## src/rtl/st_pkg.sv

```systemverilog
package st_pkg;

  typedef enum logic [1:0] {
    PEND_HOLD    = 2'd0,
    PEND_CAPTURE = 2'd1,
    PEND_DRAIN   = 2'd2
  } pend_op_e;

endpackage

```

## src/rtl/st_tag_array.sv

```systemverilog
module st_tag_array #(
  parameter int TAG_W = 3,
  parameter int IDX_W = 2
) (
  input  logic             clk,
  input  logic             rst_n,
  input  logic [IDX_W-1:0] lk_idx,
  input  logic [TAG_W-1:0] lk_tag,
  output logic             lk_hit,
  input  logic             fill_en,
  input  logic [IDX_W-1:0] fill_idx,
  input  logic [TAG_W-1:0] fill_tag
);
  localparam int LINES = 1 << IDX_W;

  logic [LINES-1:0] vld_q, vld_d;
  logic [TAG_W-1:0] tag_q [LINES];

  always_comb begin
    vld_d = vld_q;
    if (fill_en) vld_d[fill_idx] = 1'b1;
  end

  always_ff @(posedge clk or negedge rst_n) begin
    if (!rst_n) vld_q <= '0;
    else        vld_q <= vld_d;
  end

  always_ff @(posedge clk) begin
    if (fill_en) tag_q[fill_idx] <= fill_tag;
  end

  assign lk_hit = vld_q[lk_idx] && (tag_q[lk_idx] == lk_tag);

  AST_FILL_SETS_VALID: assert property (@(posedge clk) disable iff (!rst_n)
    fill_en |=> vld_q[$past(fill_idx)]);

endmodule

```

## src/rtl/st_data_array.sv

```systemverilog
module st_data_array #(
  parameter int DATA_W = 32,
  parameter int IDX_W  = 2,
  parameter int OFF_W  = 1
) (
  input  logic                      clk,
  input  logic [IDX_W+OFF_W-1:0]    rd_ent,
  output logic [DATA_W-1:0]         rd_word,
  input  logic                      wr_en,
  input  logic [IDX_W+OFF_W-1:0]    wr_ent,
  input  logic [DATA_W-1:0]         wr_data,
  input  logic [DATA_W/8-1:0]       wr_be,
  input  logic                      fill_en,
  input  logic [IDX_W-1:0]          fill_idx,
  input  logic [(DATA_W<<OFF_W)-1:0] fill_line
);
  localparam int E_W  = IDX_W + OFF_W;
  localparam int ENT  = 1 << E_W;
  localparam int WPL  = 1 << OFF_W;
  localparam int BE_W = DATA_W / 8;

  logic [DATA_W-1:0] mem_q [ENT];
  logic [DATA_W-1:0] mem_d [ENT];
  logic [ENT-1:0]    upd;

  // Refill first, then the committed store bytes on top of it.
  always_comb begin
    for (int e = 0; e < ENT; e++) begin
      mem_d[e] = mem_q[e];
      upd[e]   = 1'b0;
      if (fill_en && (fill_idx == IDX_W'(e >> OFF_W))) begin
        mem_d[e] = fill_line[(e % WPL)*DATA_W +: DATA_W];
        upd[e]   = 1'b1;
      end
      if (wr_en && (wr_ent == E_W'(e))) begin
        for (int b = 0; b < BE_W; b++) begin
          if (wr_be[b]) mem_d[e][8*b +: 8] = wr_data[8*b +: 8];
        end
        upd[e] = 1'b1;
      end
    end
  end

  always_ff @(posedge clk) begin
    for (int e = 0; e < ENT; e++) begin
      if (upd[e]) mem_q[e] <= mem_d[e];
    end
  end

  assign rd_word = mem_q[rd_ent];

endmodule

```

## src/rtl/st_delay_wr.sv

```systemverilog
module st_delay_wr
  import st_pkg::*;
#(
  parameter int ADDR_W = 6,
  parameter int DATA_W = 32
) (
  input  logic                clk,
  input  logic                rst_n,
  input  logic                cap_en,
  input  logic                cap_hit,
  input  logic [ADDR_W-1:0]   cap_addr,
  input  logic [DATA_W-1:0]   cap_data,
  input  logic [DATA_W/8-1:0] cap_be,
  input  logic                drain,
  output logic                pend_vld,
  output logic [ADDR_W-1:0]   pend_addr,
  output logic [DATA_W-1:0]   pend_data,
  output logic [DATA_W/8-1:0] pend_be,
  input  logic [ADDR_W-1:0]   fwd_addr,
  input  logic [DATA_W-1:0]   fwd_base,
  output logic [DATA_W-1:0]   fwd_word
);
  localparam int BE_W = DATA_W / 8;

  pend_op_e            op;
  logic                vld_q, vld_d;
  logic [ADDR_W-1:0]   addr_q;
  logic [DATA_W-1:0]   data_q;
  logic [BE_W-1:0]     be_q;
  logic                fwd_match;

  always_comb begin
    if (cap_en)     op = PEND_CAPTURE;
    else if (drain) op = PEND_DRAIN;
    else            op = PEND_HOLD;
    case (op)
      PEND_CAPTURE: vld_d = cap_hit;
      PEND_DRAIN:   vld_d = 1'b0;
      default:      vld_d = vld_q;
    endcase
  end

  always_ff @(posedge clk or negedge rst_n) begin
    if (!rst_n) vld_q <= 1'b0;
    else        vld_q <= vld_d;
  end

  always_ff @(posedge clk) begin
    if (cap_en) begin
      addr_q <= cap_addr;
      data_q <= cap_data;
      be_q   <= cap_be;
    end
  end

  assign pend_vld  = vld_q;
  assign pend_addr = addr_q;
  assign pend_data = data_q;
  assign pend_be   = be_q;

  assign fwd_match = vld_q && (addr_q == fwd_addr);

  for (genvar b = 0; b < BE_W; b++) begin : g_fwd_byte
    assign fwd_word[8*b +: 8] = (fwd_match && be_q[b]) ? data_q[8*b +: 8]
                                                       : fwd_base[8*b +: 8];
  end

  AST_MISS_NOT_HELD: assert property (@(posedge clk) disable iff (!rst_n)
    cap_en && !cap_hit |=> !pend_vld);
  AST_HIT_HELD: assert property (@(posedge clk) disable iff (!rst_n)
    cap_en && cap_hit |=> pend_vld);
  AST_DRAIN_CLEARS: assert property (@(posedge clk) disable iff (!rst_n)
    drain && !cap_en |=> !pend_vld);

endmodule

```

## src/rtl/dcache_store_pipe.sv

```systemverilog
module dcache_store_pipe #(
  parameter int ADDR_W = 6,
  parameter int DATA_W = 32,
  parameter int IDX_W  = 2,
  parameter int OFF_W  = 1
) (
  input  logic                       clk,
  input  logic                       rst_n,
  input  logic                       req_valid,
  input  logic                       req_store,
  input  logic [ADDR_W-1:0]          req_addr,
  input  logic [DATA_W-1:0]          req_wdata,
  input  logic [DATA_W/8-1:0]        req_be,
  input  logic                       flush,
  input  logic                       refill_valid,
  input  logic [ADDR_W-OFF_W-1:0]    refill_addr,
  input  logic [(DATA_W<<OFF_W)-1:0] refill_line,
  output logic                       rsp_valid,
  output logic                       rsp_hit,
  output logic [DATA_W-1:0]          rsp_data
);
  localparam int TAG_W = ADDR_W - IDX_W - OFF_W;
  localparam int E_W   = IDX_W + OFF_W;
  localparam int BE_W  = DATA_W / 8;

  logic [TAG_W-1:0]  req_tag, pend_tag, fill_tag;
  logic [IDX_W-1:0]  req_idx, pend_idx, fill_idx;
  logic              is_store, is_load, lk_hit;
  logic              pend_vld, drain, cancel, commit_en;
  logic [ADDR_W-1:0] pend_addr;
  logic [DATA_W-1:0] pend_data, arr_word, fwd_word;
  logic [BE_W-1:0]   pend_be;

  logic              rsp_valid_q, rsp_valid_d, rsp_hit_q, rsp_hit_d;
  logic [DATA_W-1:0] rsp_data_q, rsp_data_d;

  assign req_tag  = req_addr[ADDR_W-1 -: TAG_W];
  assign req_idx  = req_addr[OFF_W +: IDX_W];
  assign pend_tag = pend_addr[ADDR_W-1 -: TAG_W];
  assign pend_idx = pend_addr[OFF_W +: IDX_W];
  assign fill_tag = refill_addr[ADDR_W-OFF_W-1 -: TAG_W];
  assign fill_idx = refill_addr[IDX_W-1:0];

  assign is_store = req_valid && req_store;
  assign is_load  = req_valid && !req_store;

  // The held store leaves on a new store, a drain request or an idle cycle;
  // a refill replacing its line with another tag discards it instead.
  assign drain     = pend_vld && (!req_valid || flush || is_store);
  assign cancel    = refill_valid && (pend_idx == fill_idx) && (pend_tag != fill_tag);
  assign commit_en = drain && !cancel;

  st_tag_array #(.TAG_W(TAG_W), .IDX_W(IDX_W)) u_tags (
    .clk      (clk),
    .rst_n    (rst_n),
    .lk_idx   (req_idx),
    .lk_tag   (req_tag),
    .lk_hit   (lk_hit),
    .fill_en  (refill_valid),
    .fill_idx (fill_idx),
    .fill_tag (fill_tag)
  );

  st_delay_wr #(.ADDR_W(ADDR_W), .DATA_W(DATA_W)) u_pend (
    .clk       (clk),
    .rst_n     (rst_n),
    .cap_en    (is_store),
    .cap_hit   (lk_hit),
    .cap_addr  (req_addr),
    .cap_data  (req_wdata),
    .cap_be    (req_be),
    .drain     (drain),
    .pend_vld  (pend_vld),
    .pend_addr (pend_addr),
    .pend_data (pend_data),
    .pend_be   (pend_be),
    .fwd_addr  (req_addr),
    .fwd_base  (arr_word),
    .fwd_word  (fwd_word)
  );

  st_data_array #(.DATA_W(DATA_W), .IDX_W(IDX_W), .OFF_W(OFF_W)) u_data (
    .clk       (clk),
    .rd_ent    (req_addr[E_W-1:0]),
    .rd_word   (arr_word),
    .wr_en     (commit_en),
    .wr_ent    (pend_addr[E_W-1:0]),
    .wr_data   (pend_data),
    .wr_be     (pend_be),
    .fill_en   (refill_valid),
    .fill_idx  (fill_idx),
    .fill_line (refill_line)
  );

  always_comb begin
    rsp_valid_d = req_valid;
    rsp_hit_d   = req_valid && lk_hit;
    rsp_data_d  = (is_load && lk_hit) ? fwd_word : '0;
  end

  always_ff @(posedge clk or negedge rst_n) begin
    if (!rst_n) begin
      rsp_valid_q <= 1'b0;
      rsp_hit_q   <= 1'b0;
      rsp_data_q  <= '0;
    end else begin
      rsp_valid_q <= rsp_valid_d;
      rsp_hit_q   <= rsp_hit_d;
      rsp_data_q  <= rsp_data_d;
    end
  end

  assign rsp_valid = rsp_valid_q;
  assign rsp_hit   = rsp_hit_q;
  assign rsp_data  = rsp_data_q;

  AST_RSP_TRACKS_REQ: assert property (@(posedge clk) disable iff (!rst_n)
    req_valid |=> rsp_valid);
  AST_NO_RSP_WHEN_IDLE: assert property (@(posedge clk) disable iff (!rst_n)
    !req_valid |=> !rsp_valid);
  AST_MISS_ZERO_DATA: assert property (@(posedge clk) disable iff (!rst_n)
    !rsp_hit |-> rsp_data == '0);
  AST_IDLE_DRAINS: assert property (@(posedge clk) disable iff (!rst_n)
    pend_vld && !req_valid |=> !pend_vld);
  AST_REFILL_WHEN_IDLE: assert property (@(posedge clk) disable iff (!rst_n)
    refill_valid |-> !req_valid);

endmodule

```

## config.mk

```make
export PLATFORM = sky130hd
export DESIGN_NAME = dcache_store_pipe
export DESIGN_NICKNAME = d
export VERILOG_FILES = /design/src/rtl/st_pkg.sv /design/src/rtl/st_tag_array.sv /design/src/rtl/st_data_array.sv /design/src/rtl/st_delay_wr.sv /design/src/rtl/dcache_store_pipe.sv
export SDC_FILE = /design/constraint.sdc
export NUM_CORES = 1
export LEC_CHECK = 0
export ABC_AREA = 1
export BUFFER_PORTS_ARGS = -buffer_cell sky130_fd_sc_hd__buf_2
export CORE_UTILIZATION = 39
export DETAILED_ROUTE_END_ITERATION = 10
export GPL_ROUTABILITY_DRIVEN = 0
export PLACE_DENSITY_LB_ADDON = 0.08
export SETUP_SLACK_MARGIN = 0.1
export SLEW_MARGIN = 20
export SYNTH_ARGS = -nofsm -noshare
export SYNTH_HDL_FRONTEND = slang
export SYNTH_SLANG_ARGS = --single-unit
```

## constraint.sdc

```tcl
create_clock -name clk -period 3 [get_ports clk]
set_input_delay 0.15 -clock clk [delete_from_list [all_inputs] [get_ports clk]]
set_output_delay 0.15 -clock clk [all_outputs]
set_load 0.01 [all_outputs]
```

# Word-level counts from Yosys, hierarchy flattened
# Memory sizes are Yosys's and may differ from the RTL's.
# Index checks and enable logic that the tools add are counted.
# Widths: inputs -> output; s select.
[word_totals]
ff_bits = 81
mem_bits_rw = 268
input_bits = 117
wordCells = 155
mem_count = 2
[mem_list]
columns = ["memory", "words", "word_bits", "rd", "rd_clocked_by_memory_dff", "wr", "line", "text"]
rows = [
  ["u_data.mem_q", 8, 32, 9, 0, 8, "st_data_array.sv:22", "logic [DATA_W-1:0] mem_q [ENT];"],
  ["u_tags.tag_q", 4, 3, 1, 0, 1, "st_tag_array.sv:17", "logic [TAG_W-1:0] tag_q [LINES];"],
]
[op_classes]
n_lt_le_gt_ge = 3
eq_ne = 16
mux = 90
n_bitwise = 1
n_reduce_logical = 35
[ops]
columns = ["operator", "count"]
rows = [
  ["$mux 32", 17],
  ["$mux 8", 36],
  ["$mux 1", 32],
  ["$logic_and 1x1->1", 27],
  ["$eq 3x3->1 const B", 4],
  ["$eq 2x2->1 const B", 3],
  ["$eq 3x2->1 const B", 2],
  ["$eq 6x6->1", 1],
  ["$lt 2x3->1 const B", 2],
  ["$eq 2x1->1 const B", 2],
  ["$mux 2", 2],
  ["$or 4x4->4", 1],
  ["$eq 3x1->1 const B", 1],
  ["$eq 3x3->1", 1],
  ["$logic_not 1->1", 3],
  ["$logic_not 3->1", 1],
  ["$ne 3x3->1", 1],
  ["$bmux 1 s2", 1],
  ["$demux 1 s2", 1],
  ["$eq 2x2->1", 1],
  ["$ge 2x1->1 const B", 1],
  ["$logic_not 2->1", 1],
  ["$logic_or 1x1->1", 2],
  ["$pmux 1 s2", 1],
  ["$reduce_bool 2->1", 1],
]

# Logic depth before layout (Yosys ltp)
# Gate-level depths: netlist of the first run.
[depth]
depth_word = 9
depth_mapped = 11
ltp_nobuf = 10

# Cells and area by module
# From an unflattened synthesis of the first run, not the netlist that was laid out.
[unflattened]
cells_unflattened = 3115
hier_area_um2 = 22106.2
[modules_own_cells]
columns = ["mod", "n_inst", "cells_each", "area_each_um2"]
rows = [
  ["st_data_array", 1, 2703, 18008.5],
  ["st_delay_wr", 1, 202, 2011.9],
  ["dcache_store_pipe", 1, 132, 1335.0],
  ["st_tag_array", 1, 78, 750.7],
]

# Worst setup path after synthesis of the first run
# OpenSTA, ideal clock, no wires.
[synth_path]
path_kind = "register to register"
from = "register u_pend.addr_q[2] (netlist: u_pend.pend_addr[2])"
to = "memory u_data.mem_q[4][0], enable pin"
setup_time_ps = 478
arrival_time_ps = 2041
required_ps = 2522
path_slack_ps = 481
stages_incl_launch_ff = 9
n_path_buf = 2
synth_period_minus_slack_ps = 2519
path_cell_list = "edfxtp_1 -> inv_2 -> o21ai_1 -> a21oi_1 -> nand3_1 -> buf_2 -> nand3_1 -> clkbuf_1 -> nand2_1"
[synth_lines]
columns = ["item", "line", "text"]
rows = [
  ["start, declared", "st_delay_wr.sv:27", "logic [ADDR_W-1:0] addr_q;"],
  ["start signal, assigned", "st_delay_wr.sv:50", "addr_q <= cap_addr;"],
  ["end, declared", "st_data_array.sv:22", ""],
]

==> flow_summary.toml, run 1 <==
[run_status]
status = "complete, no violations"

[floorplanning]
die-area_sq_um = 59700
start_util_pct = 39.6
core_area_sq_um = 57800
die_y_microns = 244
die_w_microns = 244
pin_count = 151
row_count = 88

[clock_tree]
ctsResizeCount = 0
clkTransAtPathRegs_ps = 60
htree_levels = 2
worstSkewPairLatency_ps = 590
cts-root-buf = "clkbuf_16"
cts_made_buffers = 44
cts.sink_count = 349
cts_buffer_depth = 3
cts_hold_buf = 46
cts_tree = "yes"
cts_setup_buffers = 0

[power]
power_density_nw_per_um2 = 500
ir_drop_v = 0.000352
p_leak_nw = 13.3

[global_routing]
grt_pass1_wl_microns = 138000
grt_pass1_vias = 21900
grt_max_degree = 185
gr-total-overflow = 0
grt_use_total_pct = 30.3
antenna_found_initial = 1

[sta]
worst_pin_slew_ps = 1000
setup_ws_ps = 601
setup_viol = 0
setup-tns-final_ps = 0
hold_viol_final = 0
clock_skew_ps = 15.3
period_minus_slack_ps = 2400
slew_headroom_pct = 33.1
fmax_mhz = 417
slew_violations = 0
hold_ws_ps = 12.2
period_share_pct = 80.0
rsz0062_at_grt = "no"

[critical_path]
cpMostUsedCell = "nand2_1"
crit_required_ps = 3440
slowest_stage = "buf_4"
crit_path_max_fanout = 32
slowest_delay_ps = 610
arrival_ps = 2840
crit_path_end_kind = "flop"
crit_chain = "inv_2 > o21ai_1 > a21oi_1 > nand3_4 > nand3_2 > buf_4 > nand2_1 > nand2_1"
start_kind = "flop"
crit_buf_inv = 2
path_class = "reg2reg"
cp_top_family = "buffers and inverters"

[logic_synthesis]
synth_common_cells = "1,857 x nand2_1, 310 x edfxtp_1, 260 x nand4_1, 256 x o21ai_0, 187 x nand3_1"
synth_top_area_share_pct = 40.7
ys_warn_count = 0
yosysMostFrequentCell = "nand2_1"
ys_seq_area_share_pct = 44.9
yosys.area.top_type = "edfxtp_1"
synth_edf_count = 310
ys_top_cells_by_area = "edfxtp_1 41%, nand2_1 30%, nand4_1 7.1%, o21ai_0 5.6%, dfrtp_1 4.3%"
syn_inst = 3358
syn_nets = 3475
synth_area_per_cell_sq_um = 6.81
ys.flop_type = "edfxtp_1"
postSynth.asyncResetShare_pct = 11.2
synth_cell_types = 19
yosys_register_bits = 349
syn_area_sq_um = 22900

[detailed_routing]
drc = 0
via_per_inst = 5.64
wl_per_cell_microns = 21.9
dr.pass1.iters = 6
drt_wl_total_microns = 92500
vias = 23900
drt.antenna.violating_nets = 0
drtIter0Drc = 2764

[cells_and_area]
layout-drive-gt1-share_pct = 9.89
nets = 3548
diodes = 0
nFillCells = 5806
final_cell_area_sq_um = 26500
syn_to_final_growth_pct = 15.9

[placement]
post_dp_cell_area_sq_um = 24600
portBuffers = 150
pre_cts_ws_ps = 674
hpwl_microns = 52000

[job]
max-cap-violations = 0

[min_path]
hp-class = "in2async"
[cell type report]
| cell class | instances | area (sq um) | share of cell area (%) |
|---|---|---|---|
| clock inverters | 11 | 135 | 0.509 |
| multi-input cells | 2622 | 11300 | 42.5 |
| repair buffers | 278 | 2020 | 7.61 |
| flip-flops and latches | 349 | 10300 | 38.8 |
| clock buffers | 71 | 1340 | 5.07 |
| inverters | 136 | 520 | 1.96 |
| well taps | 765 | 957 | 3.61 |
[path summary, 6_finish.rpt]
path                                     start                  end  slack, ps  depth (start not counted)
min in group clk                   req_addr[0]  u_pend.pend_addr[0]         50                          1
setup reg to reg           u_pend.pend_addr[2]  u_data.mem_q[0][10]        600                          8
hold reg to reg                u_tags.vld_q[3]      u_tags.vld_q[3]        470                          2
hold / removal                           rst_n          rsp_data[3]         10                          2
max in group asynchronous                rst_n         rsp_data[22]       2180                          3
setup / recovery           u_pend.pend_addr[2]  u_data.mem_q[0][10]        600                          8
[layout by cell type, fill, tap and decap left out, types with 3 or more instances in the layout]
cell and count:
clkbuf_8 12, nand2_1 1849, inv_1 124, o21ai_0 256, dfrtp_1 39, nand3_2 9, clkinv_2 4, xnor2_1 4
bufinv_16 3, nand3_1 173, edfxtp_1 310, nand3_4 5, dlygate4sd3_1 46, nor2_1 42, buf_2 148, buf_12 15
inv_2 10, nand2_2 8, nor3_2 8, buf_4 69, clkbuf_16 45, nand4_1 260, clkbuf_1 14
[sequential cells by signal, indices dropped and copies added, names as in the netlist, 4 cells and up]
| register | count |
|---|---|
| u_data.mem_q | 256 |
| u_tags.vld_q | 4 |
| u_tags.tag_q | 12 |
| u_pend.pend_addr | 6 |
| u_pend.pend_be | 4 |
| u_pend.pend_data | 32 |
| rsp_data | 32 |
[power breakdown]
group          internal (mW)  switching, mW  total (mW)
Sequential              5.50         0.0909        5.59
Clock                   3.32           2.26        5.58
Combinational          0.589           1.50        2.09
[cells by family (layout without fill, tap and decap cells)]
logic type / after synthesis / after routing / share of synthesized area (%)
simple gates: 2357 / 2357 / 42.6
compound gates: 261 / 261 / 5.73
xor+xnor: 4 / 4 / 0.153
buf+inv: 387 / 496 / 6.58
flops: 349 / 349 / 44.9
[through the flow]
stage	total power, mW	utilization [%]	instances
2_1_floorplan	6.93	-	3358
3_3_place_gp	7.66	42.5	4104
3_5_place_dp	7.69	42.5	4104
4_1_cts	13.3	45.9	4232
5_1_grt	13.7	45.9	4232
6_report	13.3	45.9	4232
[worst register-to-register path: cells and delay by family (launching register included)]
| kind | cells | cell delay, ps |
|---|---|---|
| AO/OA/AOI/OAI | 2 | 290 |
| buffers and inverters | 2 | 810 |
| flip-flops | 1 | 510 |
| AND/OR/NAND/NOR | 4 | 650 |
[metal layers]
layer / part of all wire, % / vias to the layer above / wire, microns / GRT usage (%)
li1: - / 11200 / - / -
met2: 46 / 1230 / 42600 / 48.5
met3: 8.6 / 175 / 7970 / 3.69
met4: 3.1 / 0 / 2910 / 11.3
met5: 0 / - / 0 / 0
met1: 42 / 11200 / 39000 / 41.8
No activity file was read; power rests on OpenSTA's default activity.
==> run 2, diff against run 1 <==
==> constraint.sdc (replaced) <==
create_clock -name clk -period 2.4 [get_ports clk]
set_input_delay 0.12 -clock clk [delete_from_list [all_inputs] [get_ports clk]]
set_output_delay 0.12 -clock clk [all_outputs]
set_load 0.01 [all_outputs]
==> flow_summary.toml, run 2 (synthesized netlist as in run 1, its figures left out) <==
[run_status]
status = "complete, no violations"

[cells_and_area]
syn_to_final_growth_pct = 17.2
diodes = 0
mostFrequentLayoutCell = "nand2_1"
layout-drive-gt1-share_pct = 10.1
regMostFlops = "u_data.mem_q"
nets = 3556
final_cell_mix = "1,849 x nand2_1, 310 x edfxtp_1, 260 x nand4_1"
largest_reg_flops = 256

[global_routing]
grt_pass1_vias = 22600
grt_use_total_pct = 30.3
grt_pass1_wl_microns = 138000
gr-total-overflow = 0
antenna_found_initial = 0
grt_max_degree = 123

[critical_path]
r2r_slack_ps = 250
path_class = "reg2reg"
crit_path_max_fanout = 26
crit_path_end_kind = "flop"
crit_required_ps = 2850
arrival_ps = 2600
ff2ff_path_depth = 8
reg2reg_from = "u_pend.pend_addr[2]"
start_kind = "flop"
rr_endpoint = "u_data.mem_q[7][2]"

[sta]
setup_ws_ps = 247
rsz0062_at_grt = "no"
clock_skew_ps = 16.1
slew_violations = 0
setup_viol = 0
fmax_mhz = 464
period_share_pct = 89.7
hold_ws_ps = 93.7
hold_viol_final = 0
setup-tns-final_ps = 0
worst_pin_slew_ps = 844
period_minus_slack_ps = 2150
slew_headroom_pct = 43.7

[power]
p_leak_nw = 13.4
power_density_nw_per_um2 = 617
ir_drop_v = 0.000463

[clock_tree]
cts_made_buffers = 44
clkTransAtPathRegs_ps = 60
cts-root-buf = "clkbuf_16"
worstSkewPairLatency_ps = 580
cts_buffer_depth = 3
cts.sink_count = 349
cts_tree = "yes"
cts_setup_buffers = 0
htree_levels = 2

[detailed_routing]
dr.pass1.iters = 6
vias = 23800
drc = 0
via_per_inst = 5.63
drt.antenna.violating_nets = 0
drtIter0Drc = 2969
wl_per_cell_microns = 21.5
drt_wl_total_microns = 91300

[floorplanning]
row_count = 88
core_area_sq_um = 57800
die_w_microns = 244
start_util_pct = 39.6
die-area_sq_um = 59700
pin_count = 151
die_y_microns = 244

[placement]
hpwl_microns = 51500
portBuffers = 150
pre_cts_ws_ps = 189

[job]
max-cap-violations = 0

[min_path]
hp-class = "in2async"
-- run 2: power breakdown --
group | internal, mW | switching, mW
logic | 0.779 | 1.87
clock network | 4.09 | 2.79
registers | 6.88 | 0.121
-- run 2: layout make-up --
| type | count | area, sq um |
|---|---|---|
| inverter | 136 | 520 |
| fill | 5833 | 31000 |
| sequential | 349 | 10300 |
| clock inverter | 19 | 191 |
| multi-input combinational | 2622 | 11300 |
| tap | 765 | 957 |
| clock buffer | 61 | 1270 |
| timing repair buffer | 286 | 2340 |
-- run 2: how the worst max path moves through the flow --
stage | from | end | cells past startpoint
finish | u_pend.pend_addr[2] | u_data.mem_q[7][2] | 8
global route | u_pend.pend_addr[2] | u_data.mem_q[7][4] | 8
CTS | u_pend.pend_addr[2] | u_data.mem_q[6][30] | 8
detailed placement | u_pend.pend_addr[2] | u_data.mem_q[6][30] | 8
global placement | u_pend.pend_addr[2] | u_data.mem_q[6][7] | 8
floorplan | u_pend.pend_addr[2] | u_data.mem_q[2][0] | 8
-- run 2: worst max-delay path, stage by stage, from the launching register on --
cell and delay (ps):
edfxtp_1 420, inv_2 160, o21ai_1 70, a21oi_1 220
nand3_4 260, nand3_2 160, buf_4 510, nand2_1 110
nand2_1 90
-- run 2: what timing repair did --
action / CTS / global route
hold endpoints to repair: 83 / 0
hold buffers: 46 / 0
resized for setup: 0 / 1
setup endpoints to repair: 0 / 18
-- run 2: stage by stage --
stage          cell area, sq um  utilization (%)  cells  power, mW
2_1_floorplan             22900                -   3358       8.66
3_3_place_gp              24900             43.1   4112       9.62
3_5_place_dp              24900             43.1   4112       9.67
4_1_cts                   26800             46.4   4238       16.6
5_1_grt                   26800             46.4   4238       17.1
6_report                  26800             46.4   4238       16.5
-- run 2: per-layer routing --
layer,global-route usage (%),vias up,routed length (microns),part of all wire [%]
met4,11.1,0,3060,3.3
li1,-,11200,-,-
met3,3.72,185,8290,9.1
met5,0,-,0,0
met2,48.4,1307,40900,45
met1,42.0,11100,39000,43
